[config.mk]
export PLATFORM = sky130hd
export DESIGN_NAME = pc_uart_regif
export DESIGN_NICKNAME = d
export VERILOG_FILES = /design/src/rtl/uart_regs_pkg.sv /design/src/rtl/byte_fifo.sv /design/src/rtl/irq_prio.sv /design/src/rtl/pc_uart_regif.sv
export SDC_FILE = /design/constraint.sdc
export NUM_CORES = 1
export LEC_CHECK = 0
export BUFFER_PORTS_ARGS = -buffer_cell sky130_fd_sc_hd__clkbuf_2
export CORE_MARGIN = 1.5
export CORE_UTILIZATION = 60
export DETAILED_ROUTE_END_ITERATION = 8
export GPL_TIMING_DRIVEN = 0
export PLACE_DENSITY_LB_ADDON = 0.12
export SYNTH_ARGS = -nofsm -noshare
export SYNTH_HDL_FRONTEND = slang
export SYNTH_SLANG_ARGS = --single-unit
[constraint.sdc]
create_clock -name clk -period 3.83 [get_ports clk]
set_clock_uncertainty 0.2 [all_clocks]
set_input_delay 0.5745 -clock clk [delete_from_list [all_inputs] [get_ports clk]]
set_output_delay 0.5745 -clock clk [all_outputs]
set_load 0.02 [all_outputs]
[src/rtl/uart_regs_pkg.sv]
// Package: register offsets, identification codes and masks shared by the
// serial port register front end. Assumes a 3-bit byte offset space.
package uart_regs_pkg;
    localparam logic [2:0] OFS_DATA = 3'd0;
    localparam logic [2:0] OFS_IER  = 3'd1;
    localparam logic [2:0] OFS_IIR  = 3'd2;
    localparam logic [2:0] OFS_LCR  = 3'd3;
    localparam logic [2:0] OFS_MCR  = 3'd4;
    localparam logic [2:0] OFS_LSR  = 3'd5;
    localparam logic [2:0] OFS_MSR  = 3'd6;
    localparam logic [2:0] OFS_SCR  = 3'd7;

    localparam logic [7:0] FCR_KEEP_MASK = 8'hC9;
    localparam logic [7:0] LSR_TX_READY  = 8'h60;

    typedef enum logic [3:0] {
        IRQ_NONE = 4'h1,
        IRQ_THRE = 4'h2,
        IRQ_LINE = 4'h6,
        IRQ_RXTO = 4'hC
    } irq_code_e;
endpackage

[src/rtl/byte_fifo.sv]
// Module: synchronous FIFO with drop-oldest on overflow.
// Assumes DEPTH is a power of two. A pop on empty is ignored. Flush wins
// over push and pop in the same cycle.
module byte_fifo #(
    parameter int WIDTH = 8,
    parameter int DEPTH = 16
) (
    input  logic             clk,
    input  logic             rst_n,
    input  logic             flush,
    input  logic             push,
    input  logic [WIDTH-1:0] din,
    input  logic             pop,
    output logic [WIDTH-1:0] dout,
    output logic             empty,
    output logic             full,
    output logic             overflow
);
    localparam int AW = (DEPTH > 1) ? $clog2(DEPTH) : 1;
    localparam int CW = AW + 1;

    logic [WIDTH-1:0] mem [DEPTH];
    logic [AW-1:0]    wp, rp;
    logic [CW-1:0]    cnt;
    logic             pop_ok, drop_old;

    assign empty    = (cnt == '0);
    assign full     = (cnt == CW'(DEPTH));
    assign pop_ok   = pop && !empty;
    assign drop_old = push && full && !pop_ok;
    assign overflow = drop_old && !flush;
    assign dout     = mem[rp];

    // Storage write; contents need no reset.
    always_ff @(posedge clk) begin
        if (push) mem[wp] <= din;
    end

    // Pointer and occupancy update.
    always_ff @(posedge clk) begin
        if (!rst_n || flush) begin
            wp  <= '0;
            rp  <= '0;
            cnt <= '0;
        end else begin
            if (push) wp <= wp + AW'(1);
            if (pop_ok || drop_old) rp <= rp + AW'(1);
            if (push && !pop_ok && !full) cnt <= cnt + CW'(1);
            else if (pop_ok && !push)     cnt <= cnt - CW'(1);
        end
    end


    keep_full_chk: assert property (@(posedge clk) disable iff (!rst_n)
        (push && full && !pop && !flush) |=> full);


    grow_chk: assert property (@(posedge clk) disable iff (!rst_n)
        (push && !pop && !full && !flush) |=> (cnt == $past(cnt) + CW'(1)));
endmodule

[src/rtl/irq_prio.sv]
// Module: ranks the enabled interrupt causes into one identification code.
// Purely combinational; en[0] RX data, en[1] transmit-empty, en[2] line.
module irq_prio
    import uart_regs_pkg::*;
(
    input  logic      ovr,
    input  logic      rx_ready,
    input  logic      thre_pend,
    input  logic [2:0] en,
    output irq_code_e code
);
    // Fixed-priority selection, line status first.
    always_comb begin
        if (ovr && en[2])            code = IRQ_LINE;
        else if (rx_ready && en[0])  code = IRQ_RXTO;
        else if (thre_pend && en[1]) code = IRQ_THRE;
        else                         code = IRQ_NONE;
    end
endmodule

[src/rtl/pc_uart_regif.sv]
// Module: register front end of a PC-style serial port. Decodes eight byte
// registers, queues TX bytes, buffers RX bytes and pulses an interrupt.
// Assumes host_rd and host_wr are never asserted together.
module pc_uart_regif
    import uart_regs_pkg::*;
#(
    parameter int RX_DEPTH = 16,
    parameter int TX_DEPTH = 16,
    parameter int REF_HZ   = 1843200,
    parameter int BAUD     = 9600
) (
    input  logic       clk,
    input  logic       rst_n,
    input  logic [2:0] host_addr,
    input  logic       host_rd,
    input  logic       host_wr,
    input  logic [7:0] host_wdata,
    output logic [7:0] host_rdata,
    output logic       host_rvalid,
    input  logic       rx_push,
    input  logic [7:0] rx_data,
    output logic       tx_valid,
    output logic [7:0] tx_data,
    input  logic       tx_pop,
    output logic       irq_pulse
);
    localparam logic [15:0] DIV_RESET = 16'(REF_HZ / BAUD / 16);

    logic [7:0] lcr, scr, fcr, dll, dlm, rd_mux, rx_dout;
    logic [3:0] ier;
    logic       ovr, thre_pend, ev_q;
    logic       rx_empty, rx_full, rx_ovf, tx_empty, tx_full, tx_ovf;
    irq_code_e  code;

    wire dlab     = lcr[7];
    wire wr_thr   = host_wr && host_addr == OFS_DATA && !dlab;
    wire rd_rbr   = host_rd && host_addr == OFS_DATA && !dlab;
    wire fcr_wr   = host_wr && host_addr == OFS_IIR;
    wire rx_flush = fcr_wr && host_wdata[0] && host_wdata[1];
    wire iir_rd   = host_rd && host_addr == OFS_IIR;
    wire lsr_rd   = host_rd && host_addr == OFS_LSR;

    byte_fifo #(.WIDTH(8), .DEPTH(RX_DEPTH)) u_rxq (
        .clk(clk), .rst_n(rst_n), .flush(rx_flush), .push(rx_push),
        .din(rx_data), .pop(rd_rbr), .dout(rx_dout), .empty(rx_empty),
        .full(rx_full), .overflow(rx_ovf));

    byte_fifo #(.WIDTH(8), .DEPTH(TX_DEPTH)) u_txq (
        .clk(clk), .rst_n(rst_n), .flush(1'b0), .push(wr_thr),
        .din(host_wdata), .pop(tx_pop), .dout(tx_data), .empty(tx_empty),
        .full(tx_full), .overflow(tx_ovf));

    assign tx_valid = !tx_empty;

    irq_prio u_prio (
        .ovr(ovr), .rx_ready(!rx_empty), .thre_pend(thre_pend),
        .en(ier[2:0]), .code(code));

    // Host writes to the stored registers.
    always_ff @(posedge clk) begin
        if (!rst_n) begin
            lcr <= '0; scr <= '0; fcr <= '0; ier <= '0;
            dll <= DIV_RESET[7:0];
            dlm <= DIV_RESET[15:8];
        end else if (host_wr) begin
            if (dlab && host_addr == OFS_DATA)     dll <= host_wdata;
            else if (dlab && host_addr == OFS_IER) dlm <= host_wdata;
            else begin
                case (host_addr)
                    OFS_IER: ier <= host_wdata[3:0];
                    OFS_IIR: fcr <= host_wdata[0] ? (host_wdata & FCR_KEEP_MASK) : 8'h00;
                    OFS_LCR: lcr <= host_wdata;
                    OFS_SCR: scr <= host_wdata;
                    default: ;
                endcase
            end
        end
    end

    // Sticky conditions: transmit-empty cause and overrun.
    always_ff @(posedge clk) begin
        if (!rst_n) begin
            thre_pend <= 1'b0;
            ovr       <= 1'b0;
        end else begin
            if (wr_thr)                         thre_pend <= 1'b1;
            else if (iir_rd && code == IRQ_THRE) thre_pend <= 1'b0;
            if (rx_ovf)                 ovr <= 1'b1;
            else if (rd_rbr || lsr_rd)  ovr <= 1'b0;
        end
    end

    // Read data selection from the pre-access state.
    always_comb begin
        if (dlab && host_addr == OFS_DATA)     rd_mux = dll;
        else if (dlab && host_addr == OFS_IER) rd_mux = dlm;
        else begin
            case (host_addr)
                OFS_DATA: rd_mux = rx_empty ? 8'hFF : rx_dout;
                OFS_IER:  rd_mux = {4'h0, ier};
                OFS_IIR:  rd_mux = {fcr[0] ? 2'b11 : 2'b00, 2'b00, code};
                OFS_LCR:  rd_mux = lcr;
                OFS_LSR:  rd_mux = LSR_TX_READY | {6'h0, ovr, !rx_empty};
                OFS_SCR:  rd_mux = scr;
                default:  rd_mux = 8'h00;
            endcase
        end
    end

    // Registered read port and access-event tracker.
    always_ff @(posedge clk) begin
        if (!rst_n) begin
            host_rdata  <= '0;
            host_rvalid <= 1'b0;
            ev_q        <= 1'b0;
        end else begin
            if (host_rd) host_rdata <= rd_mux;
            host_rvalid <= host_rd;
            ev_q        <= host_rd || host_wr || rx_push;
        end
    end

    assign irq_pulse = ev_q && (code != IRQ_NONE);


    rd_valid_chk: assert property (@(posedge clk) disable iff (!rst_n)
        host_rd |=> host_rvalid);


    irq_cause_chk: assert property (@(posedge clk) disable iff (!rst_n)
        irq_pulse |-> $past(host_rd || host_wr || rx_push));


    lsr_ready_chk: assert property (@(posedge clk) disable iff (!rst_n)
        (host_rvalid && $past(host_addr == OFS_LSR)) |-> (host_rdata[6:5] == 2'b11));


    thre_clear_chk: assert property (@(posedge clk) disable iff (!rst_n)
        (host_rvalid && $past(host_addr == OFS_IIR) && host_rdata[3:0] == 4'h2) |-> !thre_pend);


    prio_chk: assert property (@(posedge clk) disable iff (!rst_n)
        (code == IRQ_THRE) |-> (!(ovr && ier[2]) && !(!rx_empty && ier[0])));
endmodule

---- Yosys cells after proc, flatten, opt, wreduce, memory -nomap -nowiden ----
Memory sizes are Yosys's and may differ from the RTL's. A register that Yosys moved wholly into a read port is not among the register bits.
Index checks and enable logic that the tools add are counted.
storage, ports and cells
  bits in registers ....................... 75
  memory bits (writable) .................. 256
  bits of input ports ..................... 25
  output and inout bits ................... 19
  logic and storage cells ................. 122
  memories kept ........................... 2
memories
  memory     depth  bits a word  rd ports  clocked after memory_dff  write ports  line             text
  u_rxq.mem  16     8            1         1                         1            byte_fifo.sv:22  logic [WIDTH-1:0] mem [DEPTH];
  u_txq.mem  16     8            1         1                         1            byte_fifo.sv:22
cells by class
  add/sub/neg operators ................... 8
  equality and inequality tests ........... 9
  muxes and demuxes ....................... 25
  bitwise logic cells ..................... 2
  reductions and logical operators ........ 59
operator list
  kind                                                    number
  one-hot mux 8 bit (6 select lines)                      1
  logical AND 1 bit                                       29
  two-way mux 4 bit                                       6
  two-way mux 8 bit                                       3
  two-way mux 5 bit                                       4
  adder 4 x 1 -> 4 bit (second input constant)            4
  AND reduction 4 bit                                     4
  logical NOT 1 bit                                       11
  adder 5 x 1 -> 5 bit (second input constant)            2
  equality test 5 bit (second input constant)             2
  logical NOT 5 bit                                       2
  subtractor 5 x 1 -> 5 bit (second input constant)       2
  two-way mux 1 bit                                       9
  nonzero test 2 bit                                      4
  equality test 3 x 2 -> 1 bit (second input constant)    2
  equality test 3 bit (second input constant)             2
  logical OR 1 bit                                        6
  equality test 4 x 2 -> 1 bit (second input constant)    1
  two-way mux 2 bit                                       2
  inequality test 4 x 1 -> 1 bit (second input constant)  1
  equality test 3 x 1 -> 1 bit (second input constant)    1
  logical NOT 3 bit                                       1
  AND reduction 3 bit                                     1
  inverter 1 bit                                          2
  AND reduction 2 bit                                     1

---- Longest topological paths before layout ----
  depth after elaboration ................. 9
  depth in mapped cells ................... 11
  depth with buffers taken out ............ 10

---- Cells and area by module ----
Synthesis repeated with hierarchy kept, for this count alone.
second synthesis, totals
  cell total of the unflattened synthesis .. 932
  area, all modules ....................... 14295.0 um^2
modules (own cells, without submodules)
  module         times used  cells an instance  area each (um^2)  seq. area each (um^2)
  byte_fifo      2           320                5869.4            4184.0
  pc_uart_regif  1           287                2519.9            980.9
  irq_prio       1           5                  36.3              0.0

---- Worst setup path after synthesis ----
OpenSTA, ideal clock, no wires.
  kind .................................... flip-flop to flip-flop
  start ................................... register u_rxq.cnt[0]
  end ..................................... register u_rxq.cnt[4]
  setup time .............................. 0.091 ns
  arrival ................................. 2.794 ns
  data required time ...................... 3.539 ns
  setup slack ............................. 0.745 ns
  stages on the path, launching flop included .. 10
  buffers on the path ..................... 0
  period minus slack after synthesis ...... 3.085 ns
  cells stage by stage .................... dfxtp_1 > or4_4 > o211ai_4 > and3_4 > inv_2 > fa_1 > a21o_1 > a21o_1 > or3_1 > a311oi_1
on the way
  cells in the longest elaborated chain, start to end .. 7
  elaborated cells between the ends (all ways) .. 14
  classes of those cells .................. add/sub: 2; eq/ne: 1; mux: 2; reduce/logical: 9
RTL lines
  item                                                               line             text
  from (decl)                                                        byte_fifo.sv:24  logic [CW-1:0] cnt;
  from (signal assigned)                                             byte_fifo.sv:48  if (push && !pop_ok && !full) cnt <= cnt + CW'(1);
  from (signal assigned)                                             byte_fifo.sv:49  else if (pop_ok && !push) cnt <= cnt - CW'(1);
  branches (longest 7 deep; another with subtractor 5 x 1 -> 5 bit)  --
Parallel ways; which one is timed is not known. The select of a mux whose other input is x is not followed.
A chain may end at the register's enable or synchronous reset.

==> out/metrics.cfg <==
[status]
status=complete, no violations

[place]
gp_routability_congestion=0.920
placement.cell_area_um2=14700
port_buffers=41
hpwlAfterDp_mm=19.9
place.detailed.instances=1245

[synth]
post_synth_num_cell_types=66
post_synth_xor_area_fraction=0.0106
synth_enable_flop_cells=256
post-synth-top-area-cell=sky130_fd_sc_hd__edfxtp_1
synth.net_count=934
yosys_register_bits=339
yosys_warnings=0
mappedNetlistArea_um2=14100
async_flop_share=0
fraction_of_the_mapped_netlist_area_in_simple_logic_gates=0.0856
syn_area_per_cell_um2=15.8
synth-adder-area-share=0.0171
yosys.area.top_type_share=0.547
synth_compound_gate_area_share=0.0590
combinational_family_with_the_most_area_after_synthesis=multiplexers
postSynth.topFlopCell=sky130_fd_sc_hd__edfxtp_1
synth_mux_area_frac=0.145
synth_sequential_area_ratio=0.665
syn_inst=891
synth_most_common_cell=sky130_fd_sc_hd__edfxtp_1
post_synth_top_cells=sky130_fd_sc_hd__edfxtp_1, sky130_fd_sc_hd__dfxtp_1, sky130_fd_sc_hd__nand2_1
biggest_area_contributors_in_the_synthesized_netlist=sky130_fd_sc_hd__edfxtp_1, sky130_fd_sc_hd__dfxtp_1, sky130_fd_sc_hd__mux4_2, sky130_fd_sc_hd__mux2i_1, sky130_fd_sc_hd__nand2_1

[power_and_ir_drop]
maximum_resistive_drop_on_vdd_v=0.000398
leakage_nw=5.27
power.density_nw_per_um2=567

[critical_path]
worst-setup-path-type=reg -> out
timing.critical_path.required_ns=3.06
critical_path.slowest_cell=sky130_fd_sc_hd__mux4_2
worst-path-max-fanout=10
r2r_setup_slack_ns=0.50
timing.rr.start=u_rxq.cnt[0]$_SDFFE_PP0P_
most_prevalent_standard_cell_on_the_critical_path=sky130_fd_sc_hd__mux4_2
setup.worst_path.end_class=output port
regToRegEndpoint=u_rxq.cnt[4]$_SDFFE_PP0P_
timing.critical_path.cells=clkbuf_1, buf_2, mux4_2, mux4_2, clkbuf_2
r2r_cells=9
crit_path_max_incr_delay_ns=0.60
timing.critical_path.from_type=flip-flop
worstPathArrival_ns=2.82

[timing]
final_clock_period_utilization_by_the_worst_path=0.939
slew_at_the_pin_closest_to_its_max_slew_limit_ns=1.38
setup_viol_count_final=0
hold_viol=0
max_clock_freq_mhz=278
slew_margin_rel=0.0709
final_period_minus_worst_setup_slack_ns=3.60
maxSlewViolCount=0
holdWs_ns=0.174
tns_ns=0
grt_setup_unrepaired=false

[cells_and_area]
insertedDiodeCount=0
area.growth.synth_to_final_pct=12.3
layout.core_utilization=0.693
nFillCells=1530
number_of_nets_in_the_finished_design=1012
layout.cells.non_filler=1307
design_area_um2=15800
final_layout_size_suffix_gt1_frac=0.202

[routing]
route.final.wire_length_mm=30.1
detail_route.first_pass.iterations=5
routedWlPerCell_um=23.0
met3_wirelength_mm=1.75
per_cell_via_count_in_the_routed_design=6.05
met2_wirelength_mm=14.8
top_signal_layer_used=met4
detail-route-antenna-nets=0
detail_route.iter0.violations=712
post-route-drc-count=0
wl_met1_mm=12.7
total_number_of_vias=7910

[clocking]
cts_hold_buf=0
tritoncts=yes
cts.sink_count=339
cts_htree_levels=2
clk_pin_slew_worst_paths_ns=0.06
worstSkewPairLatency_ns=0.52
numCtsBuffers=35
post-cts-setup-buffer-count=0
cts_max_path_buffers=3
cts_root_buf=sky130_fd_sc_hd__clkbuf_16
cts_resizes=0

[floorplan]
design.die.area_um2=24300
boundaryPins=44
initial_utilization=0.617
floorplan.core_area_um2=22800
std_cell_rows=55
floorplan.die.height_um=156
fp.dieW_um=156

[global_routing]
grt_antenna_before_repair=0
first_global_vias=7888
overflow=0
maximum_number_of_pins_on_one_net_before_global_route_repair=24
grt_first_pass_wirelength_mm=46.7
global_route.usage.total=0.259

[run]
cap_viol_max_count=0

[min_path]
type_of_the_worst_min_delay_path=in -> reg
timing.hold.worst_endpoint=ev_q$_SDFF_PN0_
worstHoldPathCells=2
timing.hold.worst.start=host_wr

cell type report:
class	count	area, um^2	share of cell area
Sequential cell	339	9350	0.592
Multi-Input combinational cell	499	4480	0.284
Clock buffer	47	962	0.0610
Tap cell	313	392	0.0248
Timing Repair Buffer	41	205	0.0130
Buffer	41	193	0.0122
Clock inverter	15	159	0.0101
Inverter	12	45.0	0.00285
kinds of logic (layout without fill, tap and decap cells):
logic type | Yosys count | after routing
fa+ha+maj | 18 | 18
xor+xnor | 17 | 17
flops | 339 | 339
compound gates | 117 | 117
mux | 111 | 111
buf+inv | 53 | 156
simple gates | 236 | 236
worst max path at each step:
stage                              startpoint                        end  slack [ns]  depth (start not counted)
floorplan           u_rxq.cnt[0]$_SDFFE_PP0P_  u_rxq.cnt[4]$_SDFFE_PP0P_        0.75                          9
global placement                 host_addr[0]  u_txq.mem[0][5]$_DFFE_PP_        0.20                          7
detailed placement               host_addr[0]  u_txq.mem[3][6]$_DFFE_PP_        0.20                          7
CTS                                 flip-flop                 tx_data[7]        0.23                          5
global route                        flip-flop                 tx_data[7]        0.08                          5
finish                              flip-flop                 tx_data[7]        0.23                          5
worst max-delay path: cells and delay by family (launching register included):
kind | cells | cell delay [ns]
mux | 2 | 1.10
buf+inv | 3 | 0.88
flops | 1 | 0.31
layer usage:
layer	vias to the layer above	global-route usage
met5	-	0
met4	0	0.0825
met1	3974	0.357
li1	3608	-
met2	272	0.434
met3	56	0.0336
stage by stage:
stage / setup slack (ns) / total power [mW]
final: 0.235 / 8.95
after CTS: 0.234 / 9.00
after detailed placement: 0.200 / 5.70
after floorplan: 0.745 / 5.29
after global placement: 0.202 / 5.68
after global routing: 0.0846 / 9.27
state kept, by name, indices dropped and copies added (netlist names), 5 cells and up, named ones only:
name and flops:
dll 8, dlm 8, host_rdata 8, lcr 8
scr 8, u_rxq.cnt 5, u_rxq.mem 128, u_txq.cnt 5
u_txq.mem 128
where the power goes:
group / leakage [nW] / switching (mW) / internal (mW)
sequential: 2.98 / 0.0844 / 4.04
clock: 0.550 / 1.36 / 1.97
combinational: 1.74 / 0.805 / 0.693
total: 5.27 / 2.25 / 6.70
cell usage in the layout, fill, tap and decap left out, types with 6 or more instances in the layout:
| cell | netlist | routed |
|---|---|---|
| sky130_fd_sc_hd__edfxtp_1 | 256 | 256 |
| sky130_fd_sc_hd__dfxtp_1 | 83 | 83 |
| sky130_fd_sc_hd__nand2_1 | 75 | 75 |
| sky130_fd_sc_hd__mux4_2 | 73 | 73 |
| sky130_fd_sc_hd__nor2_1 | 41 | 41 |
| sky130_fd_sc_hd__clkbuf_2 | 0 | 41 |
| sky130_fd_sc_hd__clkbuf_16 | 0 | 36 |
| sky130_fd_sc_hd__mux2i_1 | 34 | 34 |
| sky130_fd_sc_hd__clkbuf_1 | 21 | 30 |
| sky130_fd_sc_hd__and2_1 | 28 | 28 |
| sky130_fd_sc_hd__o21ai_0 | 27 | 27 |
| sky130_fd_sc_hd__a21boi_0 | 25 | 25 |
| sky130_fd_sc_hd__nor2b_1 | 23 | 23 |
| sky130_fd_sc_hd__nand3_1 | 19 | 19 |
| sky130_fd_sc_hd__ha_1 | 16 | 16 |
| sky130_fd_sc_hd__buf_2 | 13 | 13 |
| sky130_fd_sc_hd__a21oi_1 | 13 | 13 |
| sky130_fd_sc_hd__inv_1 | 11 | 11 |
| sky130_fd_sc_hd__xnor2_1 | 10 | 10 |
| sky130_fd_sc_hd__nor3_1 | 12 | 9 |
| sky130_fd_sc_hd__xor2_1 | 7 | 7 |
| sky130_fd_sc_hd__a22oi_1 | 7 | 7 |
| sky130_fd_sc_hd__nand2b_1 | 6 | 6 |
| sky130_fd_sc_hd__a21o_1 | 6 | 6 |
| sky130_fd_sc_hd__nand4_1 | 6 | 6 |
Power figures use the tool's default switching activity.
